$ cat src/rtl/majline_pkg.sv
package majline_pkg;
   typedef enum logic [0:0] {
      LS_IDLE = 1'b0,
      LS_RUN  = 1'b1
   } ln_state_e;
endpackage

$ cat src/rtl/majline_ctrl.sv
module majline_ctrl
   import majline_pkg::*;
#(
   parameter int LEN_W = 10
) (
   input  logic             clk,
   input  logic             rst_n,
   input  logic             launch,
   input  logic             accept,
   input  logic [LEN_W-1:0] len_long,
   output logic             busy,
   output logic             done,
   output logic             last
);
   ln_state_e        st_q;
   logic [LEN_W-1:0] remain_q;

   always_ff @(posedge clk) begin
      if (!rst_n) begin
         st_q     <= LS_IDLE;
         remain_q <= '0;
         done     <= 1'b0;
      end else begin
         done <= 1'b0;
         case (st_q)
            LS_IDLE: begin
               if (launch) begin
                  st_q     <= LS_RUN;
                  remain_q <= len_long;
               end
            end
            LS_RUN: begin
               if (accept) begin
                  if (remain_q == '0) begin
                     st_q <= LS_IDLE;
                     done <= 1'b1;
                  end else begin
                     remain_q <= remain_q - 1'b1;
                  end
               end
            end
            default: st_q <= LS_IDLE;
         endcase
      end
   end

   assign busy = (st_q == LS_RUN);
   assign last = (remain_q == '0);
endmodule

$ cat src/rtl/majline_err.sv
module majline_err #(
   parameter int LEN_W = 10
) (
   input  logic             clk,
   input  logic             rst_n,
   input  logic             launch,
   input  logic             advance,
   input  logic [LEN_W-1:0] len_long,
   input  logic [LEN_W-1:0] len_short,
   output logic             minor_step
);
   localparam int ACC_W = LEN_W + 1;

   logic [LEN_W-1:0] lng_q, sht_q;
   logic [ACC_W-1:0] acc_q, sum;

   assign sum        = acc_q + {1'b0, sht_q};
   assign minor_step = (sum >= {1'b0, lng_q});

   always_ff @(posedge clk) begin
      if (!rst_n) begin
         lng_q <= '0;
         sht_q <= '0;
         acc_q <= '0;
      end else if (launch) begin
         lng_q <= len_long;
         sht_q <= len_short;
         acc_q <= {2'b00, len_long[LEN_W-1:1]};
      end else if (advance) begin
         acc_q <= minor_step ? (sum - {1'b0, lng_q}) : sum;
      end
   end
endmodule

$ cat src/rtl/majline_coord.sv
module majline_coord #(
   parameter int W = 9
) (
   input  logic         clk,
   input  logic         rst_n,
   input  logic         launch,
   input  logic [W-1:0] init,
   input  logic         step,
   input  logic         neg,
   output logic [W-1:0] pos
);
   always_ff @(posedge clk) begin
      if (!rst_n)      pos <= '0;
      else if (launch) pos <= init;
      else if (step)   pos <= neg ? (pos - 1'b1) : (pos + 1'b1);
   end
endmodule

$ cat src/rtl/majline_engine.sv
module majline_engine
   import majline_pkg::*;
#(
   parameter int XW       = 9,
   parameter int YW       = 10,
   parameter int LEN_W    = 10,
   parameter int COL_W    = 8,
   parameter int NARROW_W = 4
) (
   input  logic             clk,
   input  logic             rst_n,
   input  logic             cmd_go,
   input  logic [XW-1:0]    org_x,
   input  logic [YW-1:0]    org_y,
   input  logic [LEN_W-1:0] len_long,
   input  logic [LEN_W-1:0] len_short,
   input  logic [COL_W-1:0] colour,
   input  logic             colour_wide,
   input  logic             major_y,
   input  logic             x_rev,
   input  logic             y_rev,
   output logic             pix_valid,
   input  logic             pix_ready,
   output logic [XW-1:0]    pix_x,
   output logic [YW-1:0]    pix_y,
   output logic [COL_W-1:0] pix_col,
   output logic             busy,
   output logic             done
);
   generate
      if (LEN_W < 2 || XW < 1 || YW < 1) begin : g_bad_width
         $error("majline_engine: LEN_W must be >= 2 and coordinate widths >= 1");
      end
      if (NARROW_W < 1 || NARROW_W > COL_W) begin : g_bad_colour
         $error("majline_engine: NARROW_W must lie in 1..COL_W");
      end
   endgenerate

   logic             launch, accept, advance, last, minor_step;
   logic             maj_q, xrev_q, yrev_q;
   logic             step_x, step_y;
   logic [COL_W-1:0] col_sel, col_q;

   assign launch  = cmd_go & ~busy;
   assign accept  = pix_valid & pix_ready;
   assign advance = accept & ~last;

   generate
      if (NARROW_W < COL_W) begin : g_mask
         assign col_sel = colour_wide ? colour
                        : {{(COL_W-NARROW_W){1'b0}}, colour[NARROW_W-1:0]};
      end else begin : g_pass
         assign col_sel = colour;
      end
   endgenerate

   always_ff @(posedge clk) begin
      if (!rst_n) begin
         maj_q  <= 1'b0;
         xrev_q <= 1'b0;
         yrev_q <= 1'b0;
         col_q  <= '0;
      end else if (launch) begin
         maj_q  <= major_y;
         xrev_q <= x_rev;
         yrev_q <= y_rev;
         col_q  <= col_sel;
      end
   end

   majline_ctrl #(.LEN_W(LEN_W)) u_ctrl (
      .clk(clk), .rst_n(rst_n), .launch(launch), .accept(accept),
      .len_long(len_long), .busy(busy), .done(done), .last(last)
   );

   majline_err #(.LEN_W(LEN_W)) u_err (
      .clk(clk), .rst_n(rst_n), .launch(launch), .advance(advance),
      .len_long(len_long), .len_short(len_short), .minor_step(minor_step)
   );

   assign step_x = advance & (maj_q ? minor_step : 1'b1);
   assign step_y = advance & (maj_q ? 1'b1 : minor_step);

   majline_coord #(.W(XW)) u_cx (
      .clk(clk), .rst_n(rst_n), .launch(launch), .init(org_x),
      .step(step_x), .neg(xrev_q), .pos(pix_x)
   );

   majline_coord #(.W(YW)) u_cy (
      .clk(clk), .rst_n(rst_n), .launch(launch), .init(org_y),
      .step(step_y), .neg(yrev_q), .pos(pix_y)
   );

   assign pix_valid = busy;
   assign pix_col   = col_q;
endmodule

$ cat config.mk
export PLATFORM = sky130hd
export DESIGN_NAME = majline_engine
export DESIGN_NICKNAME = d
export VERILOG_FILES = /design/src/rtl/majline_pkg.sv /design/src/rtl/majline_ctrl.sv /design/src/rtl/majline_err.sv /design/src/rtl/majline_coord.sv /design/src/rtl/majline_engine.sv
export SDC_FILE = /design/constraint.sdc
export NUM_CORES = 1
export LEC_CHECK = 0
export BUFFER_PORTS_ARGS = -buffer_cell sky130_fd_sc_hd__buf_2
export CAP_MARGIN = 20
export CORE_AREA = 2 2 97 99
export CTS_CLUSTER_DIAMETER = 40
export DETAILED_ROUTE_END_ITERATION = 8
export DIE_AREA = 0 0 99 101
export PLACE_DENSITY = 0.88
export SETUP_SLACK_MARGIN = 0.1
export SYNTH_ARGS = -nofsm -noshare
export SYNTH_HDL_FRONTEND = slang
export SYNTH_SLANG_ARGS = --single-unit
$ cat constraint.sdc
create_clock -name clk -period 6 [get_ports clk]
set_input_delay 0.6 -clock clk [delete_from_list [all_inputs] [get_ports clk]]
set_output_delay 0.6 -clock clk [all_outputs]
set_load 0.03 [all_outputs]
Yosys cells after proc, flatten, opt, wreduce, memory -nomap -nowiden

Index checks and enable logic that the tools add are counted.

Flip-flop bits (word level): 73
Word-level logic and storage cells: 60

$add $sub $neg: 7
Magnitude comparators: 1
Equal/unequal tests: 3
Muxes and demuxes: 21
Bitwise gates (word level): 8
Reductions and logical operators: 7

Operators with widths:

| kind                  | number |
|---|---|
| $mux 10               | 6 |
| $mux 9                | 5 |
| $pmux 10 s2           | 1 |
| $sub 10x1->10 const B | 2 |
| $add 11x10->11        | 1 |
| $ge 11x10->1          | 1 |
| $mux 11               | 1 |
| $sub 11x10->11        | 1 |
| $add 10x1->10 const B | 1 |
| $logic_not 10->1      | 1 |
| $add 9x1->9 const B   | 1 |
| $sub 9x1->9 const B   | 1 |
| $mux 8                | 1 |
| $mux 1                | 6 |
| $ne 2x2->1 const B    | 3 |
| $reduce_and 3->1      | 2 |
| $reduce_bool 2->1     | 3 |
| $and 1x1->1           | 5 |
| $not 1->1             | 3 |
| $pmux 1 s2            | 1 |
| $reduce_or 2->1       | 1 |

Logic depth before layout (Yosys ltp)

Gate-level depths: netlist of run 1.

Depth after elaboration: 6
Mapped depth: 14

Cells and area by module

Synthesis of run 1 repeated with hierarchy kept, for this count alone.

Cells, all modules: 622
Area total of the unflattened synthesis: 5218.8 um2

By module, submodules not included:

| module                | times used | cells each | area each (um2) | seq. area each (um2) |
|---|---|---|---|---|
| majline_err           | 1          | 264        | 2311.0          | 620.6 |
| majline_coord at u_cy | 1          | 115        | 900.9           | 200.2 |
| majline_coord at u_cx | 1          | 97         | 782.0           | 180.2 |
| majline_ctrl          | 1          | 89         | 753.2           | 240.2 |
| majline_engine        | 1          | 57         | 471.7           | 220.2 |

Least setup slack after synthesis of run 1

OpenSTA, ideal clock, no wires.

Kind: register to register
Start point: register u_err.acc_q[0]
End point: register u_cy.pos[5]
Library setup time: 0.121 ns
Arrival time: 3.423 ns
Data required time: 5.879 ns
Slack: 2.456 ns
Stages on the path, launching flop included: 14
Path buffers: 0
Clock period less this slack: 3.544 ns
Cells stage by stage: dfxtp_1 -> ha_1 -> fa_1 -> a21oi_2 -> a2bb2oi_2 -> or2b_1 -> xor2_1 -> ha_1 -> nand4_1 -> nor3_1 -> nor2_1 -> o211ai_4 -> o31ai_4 -> mux2_4

Word-level cells in the longest chain between the ends: 5

Ends and longest elaborated chain:

| item                        | RTL line             | RTL |
|---|---|---|
| start: declaration          | majline_err.sv:15    | `logic [ACC_W-1:0] acc_q, sum;` |
| start signal: assignment    | majline_err.sv:28    | `acc_q <= {2'b00, len_long[LEN_W-1:1]};` |
| start signal: assignment    | majline_err.sv:30    | `acc_q <= minor_step ? (sum - {1'b0, lng_q}) : sum;` |
| $add 11x10->11              | majline_err.sv:17    | `assign sum = acc_q + {1'b0, sht_q};` |
| $ge 11x10->1                | majline_err.sv:18    | `assign minor_step = (sum >= {1'b0, lng_q});` |
| $mux 1                      | majline_engine.sv:82 | `assign step_y = advance & (maj_q ? 1'b1 : minor_step);` |
| $and 1x1->1                 | majline_engine.sv:82 |  |
| $reduce_bool 2->1 (no line) | -                    |  |
| end signal: assignment      | majline_coord.sv:14  | `else if (launch) pos <= init;` |
| end signal: assignment      | majline_coord.sv:15  | `else if (step) pos <= neg ? (pos - 1'b1) : (pos + 1'b1);` |
| end: declaration            | majline_coord.sv:10  | `output logic [W-1:0] pos` |

No other way between the ends.
A chain may end at the register's enable or synchronous reset.

Worst setup path after layout of run 1

Start point: register u_err.acc_q[0]
End point: register u_cx.pos[0]

Word-level cells in the longest chain between the ends: 5

Ends and longest elaborated chain:

| item                        | RTL line             | RTL |
|---|---|---|
| $add 11x10->11              | majline_err.sv:17    |  |
| $ge 11x10->1                | majline_err.sv:18    |  |
| $mux 1                      | majline_engine.sv:81 | `assign step_x = advance & (maj_q ? minor_step : 1'b1);` |
| $and 1x1->1                 | majline_engine.sv:81 |  |
| $reduce_bool 2->1 (no line) | -                    |  |
| end signal: assignment      | majline_coord.sv:14  |  |
| end signal: assignment      | majline_coord.sv:15  |  |
| end: declaration            | majline_coord.sv:10  |  |

No other way between the ends.

==> flow_summary.toml, run 1 <==
[detailed_routing]
antenna_violating_nets_post_route = 0
via_per_inst = 6.13
postRouteWirelength_mm = 13.5
vias = 5040
detailedRoute.firstIterationViolations = 319
drt_pass1_iterations = 5
post_drt_wl_per_cell_um = 16.5
post-route-drc-count = 0

[cts]
post-cts-setup-buffers = 0
clk_path_buf_depth = 2
ctsResizeCount = 0
insertion_delay_ns = 0.36
cts_inserted_buffers = 9
clk_transition_reported_paths_ns = 0.08
clkSinkCount = 73
count_of_hold_fix_buffers_inserted_at_cts = 0
cts_tree = "yes"
h-tree-depth = 3
clock-root-buffer = "clkbuf_8"

[timing]
post-route-worst-setup-slack_ns = 1.99
max_slew.worst_pin.slew_ns = 0.963
hold_violations = 0
fmax_ghz = 0.249
layout_min_cycle_time_ns = 4.01
relSlewSlack_pct = 35.7
timing.final.setup_violations = 0
maxSlewViolCount = 0
clock-skew-final_ns = 0.0104
ratio_of_final_minimum_period_to_clock_period_pct = 66.9
tns_ns = 0
unrepaired_setup_endpoints_after_global_routing = "no"

[setup_path]
timing.critical_path.required_ns = 6.25
crit_start = "u_err.acc_q[0]"
cp-end-kind = "flip-flop"
start_kind = "flip-flop"
worstPathArrival_ns = 4.26
crit_path_top_delay_cell = "a2111oi_0"
worstSetupPathType = "flip-flop to flip-flop"
critical-path-max-stage-delay_ns = 0.70
critPathTopFamily = "compound AO/OA/AOI/OAI gates"
most_used_cell_along_the_critical_path = "ha_1"
timing.critical_path.buf_inv = 0
path_cells = "ha_1, fa_1, a21oi_2, a2bb2oi_2, or2b_1, xor2_1, ha_1, nand4_1, nor3_1, or2_2, a2111oi_0, mux2i_1, nand2_1"
reg2reg_from = "u_err.acc_q[0]"
max_fanout_on_critical_path = 5

[final_layout]
num_antenna_cells = 0
layout_area_overhead_pct = 13.5
layout.nets = 801
drive_gt1_share_pct = 17.7
final_design_area_no_fill_sq_um = 5660
fill_cells = 770
final_cell_mix = "nand2_1, buf_2, dfxtp_1"
sequential_cell_area_sq_um = 1460
final_cell_count_no_fill = 822
layout_commonest_cell = "nand2_1"
multi_input_gate_area_in_the_final_layout_sq_um = 3290

[status]
run_status = "finished clean"

[die]
initial_core_util_pct = 55.6
design.core.area_sq_um = 8980
floorplan.die.width_um = 99
die_area_sq_um = 10000
core_rows = 35
fp.dieH_um = 101
io-pin-count = 85

[min_path]
min-delay-path-class = "flip-flop to flip-flop"
hold_path_startpoint = "pix_col[0]"

[synthesis]
synth_xor_area_share_pct = 4.39
yosys-mux-area-fraction_pct = 4.36
synth_edf_count = 0
synth-compound-area-share_pct = 25.5
synth_top_family_by_area = "compound AO/OA/AOI/OAI gates"
post_synth_inst_count = 635
synth_ff_type = "dfxtp_1"
synth_fa_ha_area_share_pct = 10.6
mappedNetlistNets = 730
ys_ff_latch = 73
yosys_warnings = 0
post_synth.cell_area_avg_sq_um = 7.86
postSynth.asyncResetShare_pct = 0
synth.yosys.seq_area_share_pct = 29.3
post_synth_num_cell_types = 70
synth-simple-area-share_pct = 21.0
mappedNetlistArea_sq_um = 4990

[placement]
finalWeightedCongestion = 0.940
dp_worst_setup_slack_ns = 2.07
port_buffers = 84
post-dp-hpwl_mm = 9.84
place.detailed.instances = 805
detailed_place.area_sq_um = 5460

[grt]
globalRouteOverflowTotal = 0
grtUsageTotal_pct = 27.1
antenna_found_initial = 0
grt_start_max_net_pins = 60
grt_first_pass_wirelength_mm = 22.1
number_of_global_route_vias_before_repair = 4940

[power_and_ir_drop]
power_leakage_nw = 2.51
total_power_mw = 1.71
power_density_over_the_cells_nw_per_um2 = 303
power.ir.vdd_worst_mv = 0.181

[flow_run]
cap_violations = 0
==> worst paths after layout <==
check	cells past startpoint	end	slack (ns)
worst max-delay path	13	u_cx.pos[0]	1.99
worst min-delay path	2	pix_col[0]	0.45
worst max register to register	13	u_cx.pos[0]	1.99
worst min register to register	2	pix_col[0]	0.45
==> logic make-up after synthesis <==
family	after synthesis
compound gates	185
xor+xnor	25
fa+ha+maj	40
buf+inv	61
flops	73
mux	21
simple gates	230
==> metrics by stage <==
stage | hold WS, ns | utilization [%]
floorplan | 0.436 | -
global placement | 0.438 | 60.8
detailed placement | 0.443 | 60.8
CTS | 0.453 | 63.0
global route | 0.469 | 63.1
finish | 0.454 | 63.1
==> flip-flops by register name, indices dropped and copies added (netlist names) <==
register and cells:
maj_q 1, pix_col 8, u_ctrl.busy 1, u_ctrl.done 1, u_ctrl.remain_q 10, u_cx.pos 9, u_cy.pos 10, u_err.acc_q 11
u_err.lng_q 10, u_err.sht_q 10, xrev_q 1, yrev_q 1
==> power by group <==
part / leakage (nW) / switching, mW / internal (mW)
combinational: 1.81 / 0.441 / 0.290
clock: 0.0994 / 0.208 / 0.192
sequential: 0.600 / 0.0473 / 0.534
==> routing by layer <==
metal / part of all wire, % / track usage, %
met3: 6.5 / 4.99
met2: 49 / 47.7
met5: 0 / 0
met4: 3.5 / 13.1
met1: 41 / 31.9
==> cell usage after synthesis, drive strengths merged (5+ instances only) <==
| cell | number | area [sq um] |
|---|---|---|
| nand2b | 6 | 37.5 |
| clkbuf | 20 | 75.1 |
| inv | 33 | 124 |
| nor3 | 16 | 85.1 |
| nor2 | 40 | 150 |
| o211ai | 9 | 81.3 |
| or3 | 5 | 36.3 |
| a21oi | 59 | 303 |
| o22ai | 6 | 37.5 |
| ha | 36 | 450 |
| buf | 8 | 45.0 |
| nor2b | 7 | 43.8 |
| a211oi | 13 | 103 |
| a31oi | 8 | 50.1 |
| mux2i | 18 | 180 |
| xnor2 | 14 | 123 |
| o21ai | 32 | 164 |
| nand2 | 112 | 420 |
| a2111oi | 6 | 76.3 |
| o21a | 6 | 45.0 |
| xor2 | 11 | 96.3 |
| nand3 | 17 | 85.1 |
| o31ai | 5 | 56.3 |
| dfxtp | 73 | 1460 |
| a21o | 12 | 90.1 |
==> area by class of cell <==
cell class	count	area share [%]
clock buffers	9	2.19
clock inverters	7	1.24
inverters	33	2.19
multi-input cells	501	58.1
flip-flops and latches	73	25.8
well taps	111	2.45
repair buffers	88	8.02
==> worst register-to-register path: stages (launching register included) <==
cell and delay, ns:
dfxtp_1 0.32, ha_1 0.22, fa_1 0.42, a21oi_2 0.21, a2bb2oi_2 0.25, or2b_1 0.26, xor2_1 0.20, ha_1 0.32
nand4_1 0.17, nor3_1 0.09, or2_2 0.32, a2111oi_0 0.70, mux2i_1 0.31, nand2_1 0.08
(Power assumes the default switching activity.)
==> inputs of run 2 (changes only) <==
--- a/config.mk
+++ b/config.mk
@@ -7,11 +7,11 @@
 export LEC_CHECK = 0
 export BUFFER_PORTS_ARGS = -buffer_cell sky130_fd_sc_hd__buf_2
 export CAP_MARGIN = 20
-export CORE_AREA = 2 2 97 99
+export CORE_AREA = 2 2 101 103
 export CTS_CLUSTER_DIAMETER = 40
 export DETAILED_ROUTE_END_ITERATION = 8
-export DIE_AREA = 0 0 99 101
-export PLACE_DENSITY = 0.88
+export DIE_AREA = 0 0 103 105
+export PLACE_DENSITY = 0.86
 export SETUP_SLACK_MARGIN = 0.1
 export SYNTH_ARGS = -nofsm -noshare
 export SYNTH_HDL_FRONTEND = slang
==> constraint.sdc (replaced) <==
create_clock -name clk -period 3.5 [get_ports clk]
set_input_delay 0.35 -clock clk [delete_from_list [all_inputs] [get_ports clk]]
set_output_delay 0.35 -clock clk [all_outputs]
set_load 0.03 [all_outputs]
==> run 2 against run 1 <==
  * The flow now finishes with violations (negative setup slack)
  * Final cell count up 6.6%
  * Combinational power increased by 130%
  * Maximum frequency up 14%
  * Global-route usage down 0.24 points
  * Critical path depth rose by 3
  * Power up 96%
  * Die area grew 8.2%
  * Sequential power is 72% higher
  * Setup slack got worse by 2.0 ns
  * Largest cell class unchanged
  * Clock-buffer cell count grew 1
  * Critical endpoint is now u_err.acc_q[5]
  * Largest power group unchanged
  * Clock power grew 77%
==> flow_summary.toml, run 2 (synthesis gave the netlist of run 1 again) <==
[die]
io-pin-count = 85
core_rows = 36
fp.dieH_um = 105
floorplan.die.width_um = 103
die_area_sq_um = 10800
design.core.area_sq_um = 9640
initial_core_util_pct = 51.8

[timing]
hold_violations = 0
layout_min_cycle_time_ns = 3.53
unrepaired_setup_endpoints_after_global_routing = "yes"
fmax_ghz = 0.283
clock-skew-final_ns = 0.0166
relSlewSlack_pct = 44.6
ratio_of_final_minimum_period_to_clock_period_pct = 101
max_slew.worst_pin.slew_ns = 0.830
maxSlewViolCount = 0
timing.final.setup_violations = 4
post-route-worst-setup-slack_ns = -0.0324

[power_and_ir_drop]
power_density_over_the_cells_nw_per_um2 = 537
power_leakage_nw = 2.70
power.ir.vdd_worst_mv = 0.351

[placement]
port_buffers = 84
post-dp-hpwl_mm = 10.1
dp_worst_setup_slack_ns = -0.0277
finalWeightedCongestion = 0.934

[grt]
number_of_global_route_vias_before_repair = 5045
globalRouteOverflowTotal = 0
grt_first_pass_wirelength_mm = 23.0
grt_start_max_net_pins = 54
antenna_found_initial = 0
grtUsageTotal_pct = 26.9

[detailed_routing]
antenna_violating_nets_post_route = 0
postRouteWirelength_mm = 15.3
post-route-drc-count = 0
drt_pass1_iterations = 7
via_per_inst = 6.06
detailedRoute.firstIterationViolations = 401
vias = 5309
post_drt_wl_per_cell_um = 17.5

[final_layout]
largest_register_ff_count = 11
num_antenna_cells = 0
fill_cells = 781
drive_gt1_share_pct = 26.5
layout_commonest_cell = "nand2_1"
layout.nets = 833
largest-register = "u_err.acc_q"
layout_area_overhead_pct = 25.3
final_cell_mix = "nand2_1, buf_2, dfxtp_1"
finalCoreUtilization_pct = 64.8

[cts]
clk_path_buf_depth = 2
clock-root-buffer = "clkbuf_8"
cts_tree = "yes"
h-tree-depth = 3
clk_transition_reported_paths_ns = 0.09
cts_inserted_buffers = 9
insertion_delay_ns = 0.38
clkSinkCount = 73

[setup_path]
worstPathArrival_ns = 3.85
max_fanout_on_critical_path = 4
start_kind = "flip-flop"
worstSetupPathType = "flip-flop to flip-flop"
reg2reg_from = "u_err.sht_q[0]"
critical-path-max-stage-delay_ns = 0.39
crit_path_top_delay_cell = "fa_2"
timing.critical_path.required_ns = 3.81
path_cells = "ha_4, fa_2, a21oi_4, a2bb2oi_2, or2b_1, xor2_2, ha_2, a21o_1, a21o_1, nand2_2, buf_4, o31ai_4, a211oi_4, buf_4, mux2_4, o22ai_2"
crit_start = "u_err.sht_q[0]"
cp-end-kind = "flip-flop"

[status]
violations = "negative setup slack"
run_status = "finished with violations"

[min_path]
min-delay-path-class = "input pin to flip-flop"
hold_path_startpoint = "colour[2]"

[flow_run]
cap_violations = 0
==> run 2: cell count changes in the layout (fill, tap and decap cells not counted), sizes merged <==
cell,previous run,this run
clkbuf,9,10
buf,88,120
clkinvlp,1,2
inv,34,33
clkinv,4,3
==> run 2: repair_timing <==
item	in CTS	in global routing
cloned	0	0
gates resized for setup	17	35
hold buffers	0	0
pin swaps	15	26
setup endpoints to repair	23	29
buffers inserted	7	13
==> run 2: report_power, final <==
group / leakage [nW] / internal, mW / switching (mW)
Combinational: 2.00 / 0.720 / 0.927
Clock: 0.0985 / 0.350 / 0.357
Sequential: 0.602 / 0.917 / 0.0824
==> run 2: area by class of cell <==
type / instances / area (sq um) / share of cell area [%]
tap: 133 / 166 / 2.66
multi-input combinational: 501 / 3580 / 57.3
inverter: 33 / 124 / 1.98
clock inverter: 6 / 67.6 / 1.08
timing repair buffer: 120 / 706 / 11.3
sequential: 73 / 1470 / 23.5
clock buffer: 10 / 138 / 2.20
==> run 2: worst max-delay path: cells and delay by family (launching register included) <==
family,cells,cell delay (ns)
flip-flops,1,0.34
adder cells (fa/ha/maj),3,0.75
AO/OA/AOI/OAI,7,1.23
multiplexers,1,0.29
XOR/XNOR,1,0.16
buffers and inverters,2,0.31
AND/OR/NAND/NOR,2,0.38
==> run 2: through the flow <==
stage	hold slack, ns	TNS [ns]	instance area [sq um]	total power, mW	std cells
after global routing	0.214	-2.10	6250	3.52	876
after floorplan	0.436	0	5030	1.96	635
after CTS	0.201	0	5950	3.10	863
after global placement	0.437	0	5620	2.25	840
after detailed placement	0.447	-0.0591	5620	2.31	840
final	0.209	-0.0735	6250	3.35	876
==> run 2: worst paths after layout <==
check	to	depth (start not counted)	slack [ns]
max	u_err.acc_q[5]	16	-0.03
min reg2reg	pix_col[2]	2	0.46
min	pix_col[2]	3	0.21
max reg2reg	u_err.acc_q[5]	16	-0.03
==> run 2: metal layers <==
layer	vias up	wire length, um	GRT usage (%)
met5	-	0	0
met4	0	729	14.2
met3	67	973	5.42
met2	267	7790	45.8
met1	2498	5860	31.1
li1	2477	-	-
